===== config.mk =====
export PLATFORM = sky130hd
export DESIGN_NAME = spim_master
export DESIGN_NICKNAME = d
export VERILOG_FILES = /design/src/rtl/spim_pkg.sv /design/src/rtl/spim_tick.sv /design/src/rtl/spim_shift.sv /design/src/rtl/spim_master.sv
export SDC_FILE = /design/constraint.sdc
export NUM_CORES = 1
export LEC_CHECK = 0
export BUFFER_PORTS_ARGS = -buffer_cell sky130_fd_sc_hd__buf_2
export CORE_ASPECT_RATIO = 0.7
export CORE_MARGIN = 3
export CORE_UTILIZATION = 53
export DETAILED_ROUTE_END_ITERATION = 12
export GPL_TIMING_DRIVEN = 1
export PLACE_DENSITY = 0.77
export SYNTH_ARGS = -nofsm -noshare
export SYNTH_HDL_FRONTEND = slang
export SYNTH_HIERARCHICAL = 1
export SYNTH_SLANG_ARGS = --single-unit

===== constraint.sdc =====
create_clock -name clk -period 3.7 [get_ports clk]
set_input_delay 0.185 -clock clk [delete_from_list [all_inputs] [get_ports clk]]
set_output_delay 0.185 -clock clk [all_outputs]
set_load 0.05 [all_outputs]

===== src/rtl/spim_pkg.sv =====
// Package: shared types and helpers for the SPI master.
// Assumes the setup byte layout is fixed: the bit positions of the struct
// fields are the positions the host writes.
package spim_pkg;

    localparam int HALF_W = 7;

    typedef struct packed {
        logic       dbl;    // bit 7: halve the half-period
        logic       cs_hi;  // bit 6: chip select active high
        logic       lsb;    // bit 5: least significant bit first
        logic       rsvd;   // bit 4: reserved, ignored
        logic       cpol;   // bit 3: sclk idle level
        logic       cpha;   // bit 2: clock phase
        logic [1:0] div;    // bits 1:0: rate code
    } spim_cfg_t;

    typedef enum logic [1:0] {
        ST_IDLE  = 2'd0,
        ST_WAIT  = 2'd1,
        ST_SHIFT = 2'd2
    } spim_state_t;

    // Half-period length in system clocks for a given setup.
    function automatic logic [HALF_W-1:0] half_len_of(input spim_cfg_t c);
        logic [HALF_W-1:0] base;
        unique case (c.div)
            2'd0:    base = HALF_W'(2);
            2'd1:    base = HALF_W'(8);
            2'd2:    base = HALF_W'(32);
            default: base = HALF_W'(64);
        endcase
        return c.dbl ? (base >> 1) : base;
    endfunction

endpackage


===== src/rtl/spim_tick.sv =====
// Module: half-period tick generator.
// Emits a one-cycle tick every half_len system clocks while en is high and
// restarts from zero whenever en is low. Assumes half_len >= 1 and that
// half_len does not change while en is high.
module spim_tick #(
    parameter int HALF_W = 7
) (
    input  logic              clk,
    input  logic              rst_n,
    input  logic              en,
    input  logic [HALF_W-1:0] half_len,
    output logic              tick
);

    logic [HALF_W-1:0] cnt;

    // Tick fires on the last count of each half-period.
    assign tick = en && (cnt == HALF_W'(half_len - 1'b1));

    // Count system clocks within the current half-period.
    always_ff @(posedge clk) begin
        if (!rst_n || !en) begin
            cnt <= '0;
        end else if (tick) begin
            cnt <= '0;
        end else begin
            cnt <= cnt + 1'b1;
        end
    end

    // two ticks are never adjacent when a half-period spans several clocks
    a_r2_tick_gap: assert property (@(posedge clk) disable iff (!rst_n)
        (tick && en && (half_len > HALF_W'(1))) |=> !tick)
        else $error("a_r2_tick_gap");

endmodule


===== src/rtl/spim_shift.sv =====
// Module: transmit and receive shift registers.
// Loads the outgoing byte on load, then acts on each sclk edge reported by
// the controller: one edge class shifts the output, the other samples miso.
// Assumes cpha and lsb are stable for the whole transfer.
module spim_shift #(
    parameter int DATA_W = 8
) (
    input  logic              clk,
    input  logic              rst_n,
    input  logic              load,
    input  logic [DATA_W-1:0] tx_data,
    input  logic              edge_fire,
    input  logic              leading,
    input  logic              first,
    input  logic              cpha,
    input  logic              lsb,
    input  logic              miso,
    output logic              mosi,
    output logic [DATA_W-1:0] rx_data
);

    logic [DATA_W-1:0] txsr;
    logic              shift_now;
    logic              sample_now;

    // Phase 0 moves data on trailing edges; phase 1 on leading edges after the first.
    assign shift_now  = edge_fire && (cpha ? (leading && !first) : !leading);
    // Sampling uses the edge class that does not move data.
    assign sample_now = edge_fire && (cpha ? !leading : leading);
    // Present the bit at the end selected by the bit order.
    assign mosi       = lsb ? txsr[0] : txsr[DATA_W-1];

    // Outgoing shift register.
    always_ff @(posedge clk) begin
        if (!rst_n) begin
            txsr <= '0;
        end else if (load) begin
            txsr <= tx_data;
        end else if (shift_now) begin
            txsr <= lsb ? (txsr >> 1) : (txsr << 1);
        end
    end

    // Incoming shift register.
    always_ff @(posedge clk) begin
        if (!rst_n) begin
            rx_data <= '0;
        end else if (sample_now) begin
            rx_data <= lsb ? {miso, rx_data[DATA_W-1:1]} : {rx_data[DATA_W-2:0], miso};
        end
    end

    // the first bit shown after a load is the end chosen by the bit order
    a_r5_first_bit: assert property (@(posedge clk) disable iff (!rst_n)
        load |=> (mosi == ($past(lsb) ? $past(tx_data[0]) : $past(tx_data[DATA_W-1]))))
        else $error("a_r5_first_bit");

endmodule


===== src/rtl/spim_master.sv =====
// Module: SPI master top level.
// Holds the setup byte, sequences chip select, the optional pre-byte wait and
// the sixteen clock edges of a byte, and reports the received byte with a
// one-cycle done pulse. Assumes a single peripheral and that miso changes
// only in response to sclk edges.
module spim_master #(
    parameter int DATA_W = 8,
    parameter int DLY_W  = 8
) (
    input  logic              clk,
    input  logic              rst_n,
    input  logic              cfg_load,
    input  logic [7:0]        cfg_byte,
    input  logic [DLY_W-1:0]  cfg_rx_delay,
    input  logic              start,
    input  logic              hold,
    input  logic [DATA_W-1:0] tx_byte,
    output logic              busy,
    output logic              done,
    output logic [DATA_W-1:0] rx_byte,
    output logic              sclk,
    output logic              mosi,
    input  logic              miso,
    output logic              cs
);
    import spim_pkg::*;

    localparam int EDGES  = 2 * DATA_W;
    localparam int ECNT_W = $clog2(EDGES + 1);

    spim_cfg_t           cfg_q;
    spim_cfg_t           cfg_in;
    logic [DLY_W-1:0]    dly_q;
    spim_state_t         state;
    logic [DLY_W-1:0]    wcnt;
    logic [ECNT_W-1:0]   ecnt;
    logic [ECNT_W-1:0]   edge_idx;
    logic                sclk_q;
    logic                cs_act;
    logic                done_q;
    logic [DATA_W-1:0]   rx_q;
    logic [DATA_W-1:0]   rx_data;
    logic [HALF_W-1:0]   half_len;
    logic                tick;
    logic                edge_fire;
    logic                accept;

    // Incoming setup byte with the reserved bit forced to zero.
    always_comb begin
        cfg_in      = spim_cfg_t'(cfg_byte);
        cfg_in.rsvd = 1'b0;
    end

    assign half_len  = half_len_of(cfg_q);
    assign busy      = (state != ST_IDLE);
    assign accept    = (state == ST_IDLE) && start && !cfg_load;
    assign edge_fire = tick && (((state == ST_WAIT) && (wcnt == '0)) ||
                                ((state == ST_SHIFT) && (ecnt != ECNT_W'(EDGES))));
    assign edge_idx  = (state == ST_WAIT) ? '0 : ecnt;
    assign done      = done_q;
    assign rx_byte   = rx_q;
    assign sclk      = sclk_q;
    assign cs        = cfg_q.cs_hi ? cs_act : !cs_act;

    spim_tick #(
        .HALF_W (HALF_W)
    ) u_tick (
        .clk      (clk),
        .rst_n    (rst_n),
        .en       (busy),
        .half_len (half_len),
        .tick     (tick)
    );

    spim_shift #(
        .DATA_W (DATA_W)
    ) u_shift (
        .clk       (clk),
        .rst_n     (rst_n),
        .load      (accept),
        .tx_data   (tx_byte),
        .edge_fire (edge_fire),
        .leading   (!edge_idx[0]),
        .first     (edge_idx == '0),
        .cpha      (cfg_q.cpha),
        .lsb       (cfg_q.lsb),
        .miso      (miso),
        .mosi      (mosi),
        .rx_data   (rx_data)
    );

    // Transfer sequencer: setup, chip select, wait, edges and completion.
    always_ff @(posedge clk) begin
        if (!rst_n) begin
            cfg_q  <= '0;
            dly_q  <= '0;
            state  <= ST_IDLE;
            wcnt   <= '0;
            ecnt   <= '0;
            sclk_q <= 1'b0;
            cs_act <= 1'b0;
            done_q <= 1'b0;
            rx_q   <= '0;
        end else begin
            done_q <= 1'b0;
            unique case (state)
                ST_IDLE: begin
                    if (cfg_load) begin
                        cfg_q  <= cfg_in;
                        dly_q  <= cfg_rx_delay;
                        sclk_q <= cfg_in.cpol;
                        cs_act <= 1'b0;
                    end else if (start) begin
                        state  <= ST_WAIT;
                        wcnt   <= dly_q;
                        cs_act <= 1'b1;
                    end else if (!hold) begin
                        cs_act <= 1'b0;
                    end
                end
                ST_WAIT: begin
                    if (tick) begin
                        if (wcnt == '0) begin
                            state  <= ST_SHIFT;
                            ecnt   <= ECNT_W'(1);
                            sclk_q <= !sclk_q;
                        end else begin
                            wcnt <= wcnt - 1'b1;
                        end
                    end
                end
                ST_SHIFT: begin
                    if (tick) begin
                        if (ecnt == ECNT_W'(EDGES)) begin
                            state  <= ST_IDLE;
                            done_q <= 1'b1;
                            rx_q   <= rx_data;
                            if (!hold) begin
                                cs_act <= 1'b0;
                            end
                        end else begin
                            ecnt   <= ecnt + 1'b1;
                            sclk_q <= !sclk_q;
                        end
                    end
                end
                default: state <= ST_IDLE;
            endcase
        end
    end

    // done never lasts more than one clock
    a_r10_done_single: assert property (@(posedge clk) disable iff (!rst_n)
        done |=> !done)
        else $error("a_r10_done_single");

    // the setup cannot change in a cycle that follows a busy cycle
    a_r11_cfg_frozen: assert property (@(posedge clk) disable iff (!rst_n)
        $past(busy) |-> $stable(cfg_q))
        else $error("a_r11_cfg_frozen");

    // chip select is active whenever a transfer is running
    a_r8_cs_active_busy: assert property (@(posedge clk) disable iff (!rst_n)
        busy |-> cs_act)
        else $error("a_r8_cs_active_busy");

    // sclk stays put while delay half-periods remain
    a_r9_sclk_still_in_wait: assert property (@(posedge clk) disable iff (!rst_n)
        ((state == ST_WAIT) && (wcnt != '0)) |=> $stable(sclk_q))
        else $error("a_r9_sclk_still_in_wait");

    // between transfers sclk rests at the configured idle level
    a_r4_sclk_idle_level: assert property (@(posedge clk) disable iff (!rst_n)
        (state == ST_IDLE) |-> (sclk_q == cfg_q.cpol))
        else $error("a_r4_sclk_idle_level");

endmodule


==> metrics, run 1 <==
outcome=finished, final reports clean; initial antenna violation count=0; vias per cell=approximately 5.5; Worst-path clk slew=0.08 ns; Setup violations, final=0; number of remaining DRC errors=0; total number of vias=3004; total CTS buffers=9; drt pass-1 iters=4; CTS tree=done; Fin Setup TNS=0 ns; worst vdd ir=about 320 uV; main combinational cell family by area after synthesis=simple AND/OR/NAND/NOR gates; fmax=between 200 and 300 MHz; layout cell share with drive strength beyond 1=19.3%; GRT Total Usage=20.8%; Async SR Flop Fraction=0%; mean post-synth cell area=8.63 um2; xor/xnor cell area share of the yosys netlist=under 10%; end of the worst hold path=dly_q[6]; mux share of post-synthesis cell area=between 10% and 20%; wire length on met3=357 um; Die Y=between 70 and 80 um; Ys Warns=6; Post-Synthesis Net Count=450; diodes inserted=0; period utilization=roughly 94%; I/O pins=43; cells after synthesis=between 400 and 500; # nets final=492; adder-cell area share of the yosys netlist=3.90%; Layout Skew=approximately 0.012 ns; fin cells=547; DRT met1 WL=approximately 3700 um; post-synthesis sequential area ratio=35.7%; first-pass GRT wire length=~13000 um; Die W=104 um; worst r2r dst=ecnt[3]; Worst setup SP type=register; WP buf/inv=3; CP max FO=7; cell family with most CP delay=simple AND/OR/NAND/NOR gates; P_leak=1.74 nW; synth top area cells=dfxtp_1 (36%), mux2i_1 (7.9%), nand2_1 (6.0%); HP Start=cfg_rx_delay[6]; DP HPWL=5410 um; Yosys top cell area share=35.7%; Synth cell types=59; final hold violation count=0; Post-synth EDFFs=0; Initial DRC Count=roughly 230; synth cell count leaders=dfxtp_1 (63), nand2_1 (56), a21oi_1 (31); CTS H-tree depth=3; Initial Utilization=a little under three fifths; most numerous cell in the Yosys netlist=dfxtp_1; PwrDens=between 500 and 600 mW/mm2; hold crit path type=input pin to register; max cap viols=0; grt ovf=0; Slew HR=34.8%; worst skew pair latency=around 0.35 ns; ys flop type=dfxtp_1; slowest stage delay, CP=0.53 ns; vias in the first global route=2835; unrepaired setup endpoints after global routing=no; drt wl/cell=about 14 um; Core ar.=between 0.006 and 0.007 mm2; largest net degree at the start of global routing=36; critical path type=register to register; Synth area leader=dfxtp_1; WHS Path Cells=3; post-layout min period=approximately 3.5 ns; Post-Place Cells=529; Max clock buf depth=2; row count=24; RR Startpoint=cfg_q[1]; Top Layer Used=met4; Worst Path Arrival=3.73 ns; required time of the worst setup path=between 3 and 4 ns; flops & latches, synth=63; final slew viol count=0; Final Wtd Congestion=0.835; crit path capture type=register; DRT Wirelength=between 7000 and 8000 um; Cell Area, Synth=between 0.003 and 0.004 mm2; die area=approximately 0.0077 mm2; WL met2=about 3600 um; setup slack, reg-to-reg=about 0.24 ns; CTS sink count=63; post-synthesis compound-gate area fraction=about 17%; worst reg-to-reg path cell count=11; Crit-path slowest cell=or4_1; Final ANT Viol Nets=0; Tightest Pin Transition=approximately 0.97 ns; area grow syn2layout=14.2%; CP cell instances=inv_1 > and3_1 > or3_1 > or4_1 > a31o_2 > a221oi_4 > buf_4 > buf_4 > nand4b_4 > or4_1 > o22ai_1; # port buffers=41; clock root cell=clkbuf_8; Simple-Gate Fraction of Synth Area=between 20% and 30%
[per-stage QoR]
| step | setup WS, ns | total power [mW] | util [%] | hold slack (ns) | instance area, um2 |
|---|---|---|---|---|---|
| floorplan | 0.104 | 1.58 | - | 0.300 | 3530 |
| global placement | 0.232 | 1.79 | 60.2 | 0.424 | 3810 |
| detailed placement | 0.135 | 1.82 | 60.2 | 0.431 | 3810 |
| CTS | 0.142 | 2.43 | 63.4 | 0.0532 | 4020 |
| global route | 0.0395 | 2.59 | 63.6 | 0.0625 | 4030 |
| finish | 0.238 | 2.42 | 63.6 | 0.0649 | 4030 |
[per-layer routing]
metal  GRT usage (%)  vias up
met1            26.8     1387
li1                -     1541
met3            5.20        8
met2            35.1       68
met5               0        -
met4            7.08        0
[report_power, final]
part	switching (mW)	internal [mW]
combinational	0.600	0.379
clock	0.291	0.317
sequential	0.0799	0.750
[cell usage in the layout, fill, tap and decap left out, types with 2 or more instances in the layout]
cell type   Yosys  layout
nor3_1         17      16
buf_4           1       8
and3_1          5       5
or3_1           3       3
o2111ai_1       5       5
a31oi_1         2       2
mux2_2         10      10
nor2_1         24      24
inv_1          17      17
or4_1           4       4
nand4_1         3       3
or2b_1          6       6
nand3_1        15      15
and2_1          5       4
o211ai_1       10      10
dfxtp_1        63      63
o22ai_1         2       2
mux2i_1        28      28
nand2_1        56      56
a21oi_1        31      31
inv_6           0       3
clkbuf_8        0       9
clkinvlp_4      0       3
o21ai_0        11      11
nor4_1          2       2
o211a_1         8       8
xor2_1          5       5
nor3b_1         3       3
xnor2_1         7       7
nor2b_1         3       3
nand2b_1        9       9
buf_2           6      41
ha_1           11      11
[layout make-up]
class,count,area (um2)
fill,572,2300
inverter,18,67.6
clock inverter,7,78.8
timing repair buffer,49,265
tap,91,114
sequential,63,1260
clock buffer,9,124
multi-input combinational,310,2120
[logic make-up (layout without fill, tap and decap cells)]
| logic type | Yosys count | count (layout) |
|---|---|---|
| flops | 63 | 63 |
| xor+xnor | 14 | 14 |
| fa+ha+maj | 11 | 11 |
| simple gates | 163 | 163 |
| mux | 38 | 38 |
| buf+inv | 36 | 83 |
| compound gates | 84 | 84 |
[worst max-delay path by stage]
| stage | start | to | slack, ns | depth (start not counted) |
|---|---|---|---|---|
| after floorplan | cfg_q[1] | wcnt[3] | 0.10 | 11 |
| after global placement | cfg_q[1] | wcnt[3] | 0.23 | 11 |
| after detailed placement | cfg_q[1] | wcnt[3] | 0.14 | 11 |
| after CTS | cfg_q[1] | wcnt[3] | 0.14 | 11 |
| after global routing | cfg_q[1] | wcnt[3] | 0.04 | 11 |
| final | cfg_q[1] | ecnt[3] | 0.24 | 11 |
[timing repair]
| item | in CTS | in global routing |
|---|---|---|
| hold buffers | 0 | 0 |
| buffers inserted | 0 | 2 |
| resized for setup | 0 | 1 |
| endpoints found under the setup margin | 0 | 11 |
[flip-flops by register name (all words and copies together), names as in the netlist, 2 cells and up]
name             flops
u_shift/txsr         8
ecnt                 5
state                2
cfg_q                6
dly_q                8
u_shift/rx_data      8
u_tick/cnt           7
rx_byte              8
wcnt                 8
[worst register-to-register path, stage by stage, from the launching register on]
cell	delay (ns)
dfxtp_1	0.41
inv_1	0.09
and3_1	0.25
or3_1	0.40
or4_1	0.53
a31o_2	0.27
a221oi_4	0.38
buf_4	0.18
buf_4	0.11
nand4b_4	0.13
or4_1	0.49
o22ai_1	0.15
(Power assumes the default switching activity.)
==> run 2: changes to the inputs <==
- SETUP_SLACK_MARGIN: not set -> 0.3
==> metrics, run 2 (synthesis results as in run 1) <==
outcome=finished, final reports clean; CP max FO=7; Initial DRC Count=between 200 and 250; # port buffers=roughly 40; CTS tree=done; CTS H-tree depth=3; worst vdd ir=roughly 280 uV; setup ws final=approximately 0.40 ns; commonest non-fill, non-tap cells in the layout=dfxtp_1 (61), nand2_1 (55), buf_2 (41); Setup violations, final=0; initial antenna violation count=0; final slew viol count=0; # nets final=~490; worst skew pair latency=approximately 0.35 ns; Max clock buf depth=2; Core ar.=about 0.0063 mm2; Worst-path clk slew=0.07 ns; CTS sink count=63; Tightest Pin Transition=1.09 ns; final hold violation count=0; HP Start=cfg_rx_delay[5]; hold crit path type=input pin to register; post-layout min period=between 3 and 4 ns; first-pass GRT wire length=about 13000 um; Setup WS pre-CTS=0.184 ns; DP HPWL=about 5700 um; leading cell type in the layout, fill and taps excluded=dfxtp_1; row count=24; vias per cell=approximately 5.7; Initial Utilization=55.7%; critical path type=register to register; diodes inserted=0; max cap viols=0; number of remaining DRC errors=0; RR Startpoint=cfg_q[1]; vias in the first global route=~2800; fmax=303 MHz; crit path capture type=register; fin util=around two thirds; grt ovf=0; P_leak=1.79 nW; Worst setup SP type=register; setup slack, reg-to-reg=0.40 ns; largest net degree at the start of global routing=36; Slew HR=a little over a quarter; Die W=between 100 and 150 um; total CTS buffers=9; Placed Area=approximately 0.0038 mm2; Worst Path Arrival=3.57 ns; Fin Setup TNS=0 ns; WHS Path Cells=3; total number of vias=a little over 3000; drt pass-1 iters=4; die area=around 0.0077 mm2; drt wl/cell=about 15 um; fin area=about 0.0041 mm2; clock root cell=clkbuf_8; layout cell share with drive strength beyond 1=between 20% and 30%; end of the worst hold path=dly_q[5]; DRT Wirelength=around 8200 um; unrepaired setup endpoints after global routing=no; Final ANT Viol Nets=0; I/O pins=43; period utilization=between 80% and 90%; area grow syn2layout=17.2%; worst reg-to-reg path cell count=11; PwrDens=~630 mW/mm2; Final Wtd Congestion=around 0.86; Die Y=74.3 um; required time of the worst setup path=around 4.0 ns; GRT Total Usage=a little over a fifth; worst r2r dst=ecnt[3]; Layout Skew=0.00738 ns
-- run 2: repair_timing --
action,in CTS,in global routing
buffers inserted,1,3
hold buffers,0,0
pin swaps,1,2
endpoints found under the setup margin,8,20
resized for setup,2,9
-- run 2: worst max path at each step --
stage	from	endpoint	slack (ns)	depth (start not counted)
floorplan	cfg_q[1]	wcnt[3]	0.31	11
global placement	cfg_q[1]	wcnt[3]	0.30	11
detailed placement	cfg_q[0]	wcnt[3]	0.18	13
CTS	cfg_q[1]	wcnt[3]	0.32	11
global route	cfg_q[0]	sclk	0.30	12
finish	cfg_q[1]	ecnt[3]	0.40	11
-- run 2: per-stage QoR --
| stage | hold slack, ns | total power, mW | instances |
|---|---|---|---|
| global placement | 0.424 | 1.79 | 528 |
| CTS | 0.0486 | 2.57 | 544 |
| detailed placement | 0.432 | 1.82 | 528 |
| global route | 0.0601 | 2.77 | 547 |
| finish | 0.0666 | 2.60 | 547 |
| floorplan | 0.300 | 1.61 | 409 |
-- run 2: cell type report --
type	count	area [um2]
Clock buffer	10	138
Fill cell	543	2200
Multi-Input combinational cell	310	2170
Clock inverter	5	106
Inverter	18	67.6
Tap cell	91	114
Sequential cell	63	1270
Timing Repair Buffer	50	277
-- run 2: worst max-delay path, cell delays in order (launching register included) --
cell,delay [ns]
dfxtp_4,0.37
inv_1,0.06
and3_4,0.20
or3_1,0.38
or4_1,0.53
a31o_2,0.27
a221oi_4,0.32
buf_4,0.16
buf_4,0.13
nand4b_4,0.14
or4_1,0.50
o22ai_1,0.15
-- run 2: metal layers --
layer / GRT usage [%] / part of all wire [%] / vias up / wire length, um
met5: 0 / 0 / - / 0
met4: 6.34 / 1.4 / 0 / 111
met3: 7.29 / 6.3 / 10 / 518
met2: 34.0 / 44 / 86 / 3630
met1: 29.5 / 48 / 1462 / 3940
li1: - / - / 1541 / -
-- run 2: where the power goes --
group / total [mW] / internal, mW / switching (mW)
clock network: 0.732 / 0.463 / 0.269
logic: 1.03 / 0.402 / 0.630
registers: 0.836 / 0.751 / 0.0847
==> run 3: changes to the inputs <==
==> constraint.sdc (replaced) <==
create_clock -name clk -period 3.7 [get_ports clk]
set_input_delay 0.37 -clock clk [delete_from_list [all_inputs] [get_ports clk]]
set_output_delay 0.37 -clock clk [all_outputs]
set_load 0.05 [all_outputs]
==> metrics, run 3 (synthesis results as in run 1) <==
Max clock buf depth=2; Die W=about 100 um; Tightest Pin Transition=around 1.1 ns; FF/Latch Area=about 0.0013 mm2; clock root cell=clkbuf_8; setup slack, reg-to-reg=between 0.3 and 0.4 ns; crit path capture type=register; number of remaining DRC errors=0; area grow syn2layout=16.7%; final slew viol count=0; fin util=between 60% and 70%; max cap viols=0; unrepaired setup endpoints after global routing=yes; total CTS buffers=9; Core ar.=~0.0063 mm2; die area=~0.0077 mm2; Fin Setup TNS=0 ns; worst reg-to-reg path cell count=11; drt wl/cell=between 15 and 20 um; layout cell share with drive strength beyond 1=a little over a fifth; post-layout min period=around 3.3 ns; multi-input logic area=approximately 0.0022 mm2; Slew HR=28.5%; DRT Wirelength=approximately 8300 um; Initial DRC Count=between 200 and 300; initial antenna violation count=0; DP HPWL=between 5000 and 6000 um; worst skew pair latency=0.34 ns; # nets final=493; Worst setup SP type=register; required time of the worst setup path=approximately 4.0 ns; # port buffers=41; final hold violation count=0; Worst-path clk slew=around 0.07 ns; Final ANT Viol Nets=0; worst r2r dst=ecnt[3]; CTS sink count=between 60 and 70; Initial Utilization=a little under three fifths; Final Power=~2.6 mW; grt ovf=0; Die Y=approximately 74 um; Setup violations, final=0; critical path type=register to register; RR Startpoint=cfg_q[1]; leading cell type in the layout, fill and taps excluded=dfxtp_1; hold_ws=~0.26 ns; row count=24; diodes inserted=0; CP max FO=9; vias per cell=5.64; first-pass GRT wire length=roughly 14000 um; GRT Total Usage=21.6%; period utilization=90.1%; hold crit path type=input pin to register; fillers=552; total number of vias=approximately 3100; outcome=finished, final reports clean; Post-Place Cells=528; CTS tree=done; fmax=roughly 300 MHz; commonest non-fill, non-tap cells in the layout=dfxtp_1 (60), nand2_1 (54), buf_2 (41); drt pass-1 iters=4; Critical Path End=ecnt[3]; Worst Path Arrival=3.61 ns; vias in the first global route=2865; Placed Area=~0.0038 mm2; fin cells=approximately 550; Layout Skew=about 0.0085 ns; largest net degree at the start of global routing=36; Critical Path Start=cfg_q[1]; PwrDens=~630 mW/mm2; CTS Hold Bufs=0; Final Wtd Congestion=~0.84; CTS H-tree depth=3; P_leak=~1.8 nW; Setup WS pre-CTS=about 0.25 ns; fin area=roughly 0.0041 mm2; I/O pins=between 40 and 50; setup ws final=between 0.3 and 0.4 ns; worst vdd ir=between 200 and 300 uV
run 3: area by class of cell:
type,instances,share of cell area [%]
Tap cell,91,2.76
Clock inverter,5,1.94
Inverter,18,1.64
Sequential cell,63,30.8
Timing Repair Buffer,50,6.71
Multi-Input combinational cell,310,52.5
Clock buffer,11,3.68
run 3: critical path: stages, from the launching register on:
cell and delay, ns:
dfxtp_4 0.37, inv_1 0.06, and3_4 0.20, or3_4 0.39
or4_4 0.54, a31o_4 0.26, a221oi_4 0.32, buf_4 0.18
buf_6 0.14, nand4b_4 0.15, or4_1 0.49, o22ai_1 0.14
run 3: how the worst min path moves through the flow:
| stage | slack, ns | end | depth (start not counted) | startpoint |
|---|---|---|---|---|
| finish | 0.26 | cfg_q[0] | 3 | cfg_byte[0] |
| global route | 0.26 | cfg_q[6] | 3 | cfg_byte[6] |
| CTS | 0.25 | dly_q[4] | 3 | cfg_rx_delay[4] |
| detailed placement | 0.45 | dly_q[4] | 2 | dly_q[4] |
| global placement | 0.44 | dly_q[4] | 2 | dly_q[4] |
| floorplan | 0.43 | dly_q[4] | 2 | dly_q[4] |
run 3: metal layers:
metal	global-route usage, %	up-vias	wire [um]
met5	0	-	0
met4	6.34	0	72
met3	5.55	8	533
met2	34.8	96	3690
met1	29.2	1433	4030
li1	-	1552	-
run 3: report_power, final:
group          internal, mW  switching, mW
Clock                 0.415          0.274
Combinational         0.410          0.644
Sequential            0.751         0.0826
run 3: timing repair:
action	CTS	global route
pin swaps	1	2
buffers inserted	2	2
gates resized for setup	2	9
setup endpoints to repair	1	29
cloned	0	0
endpoints found under the hold margin	0	0
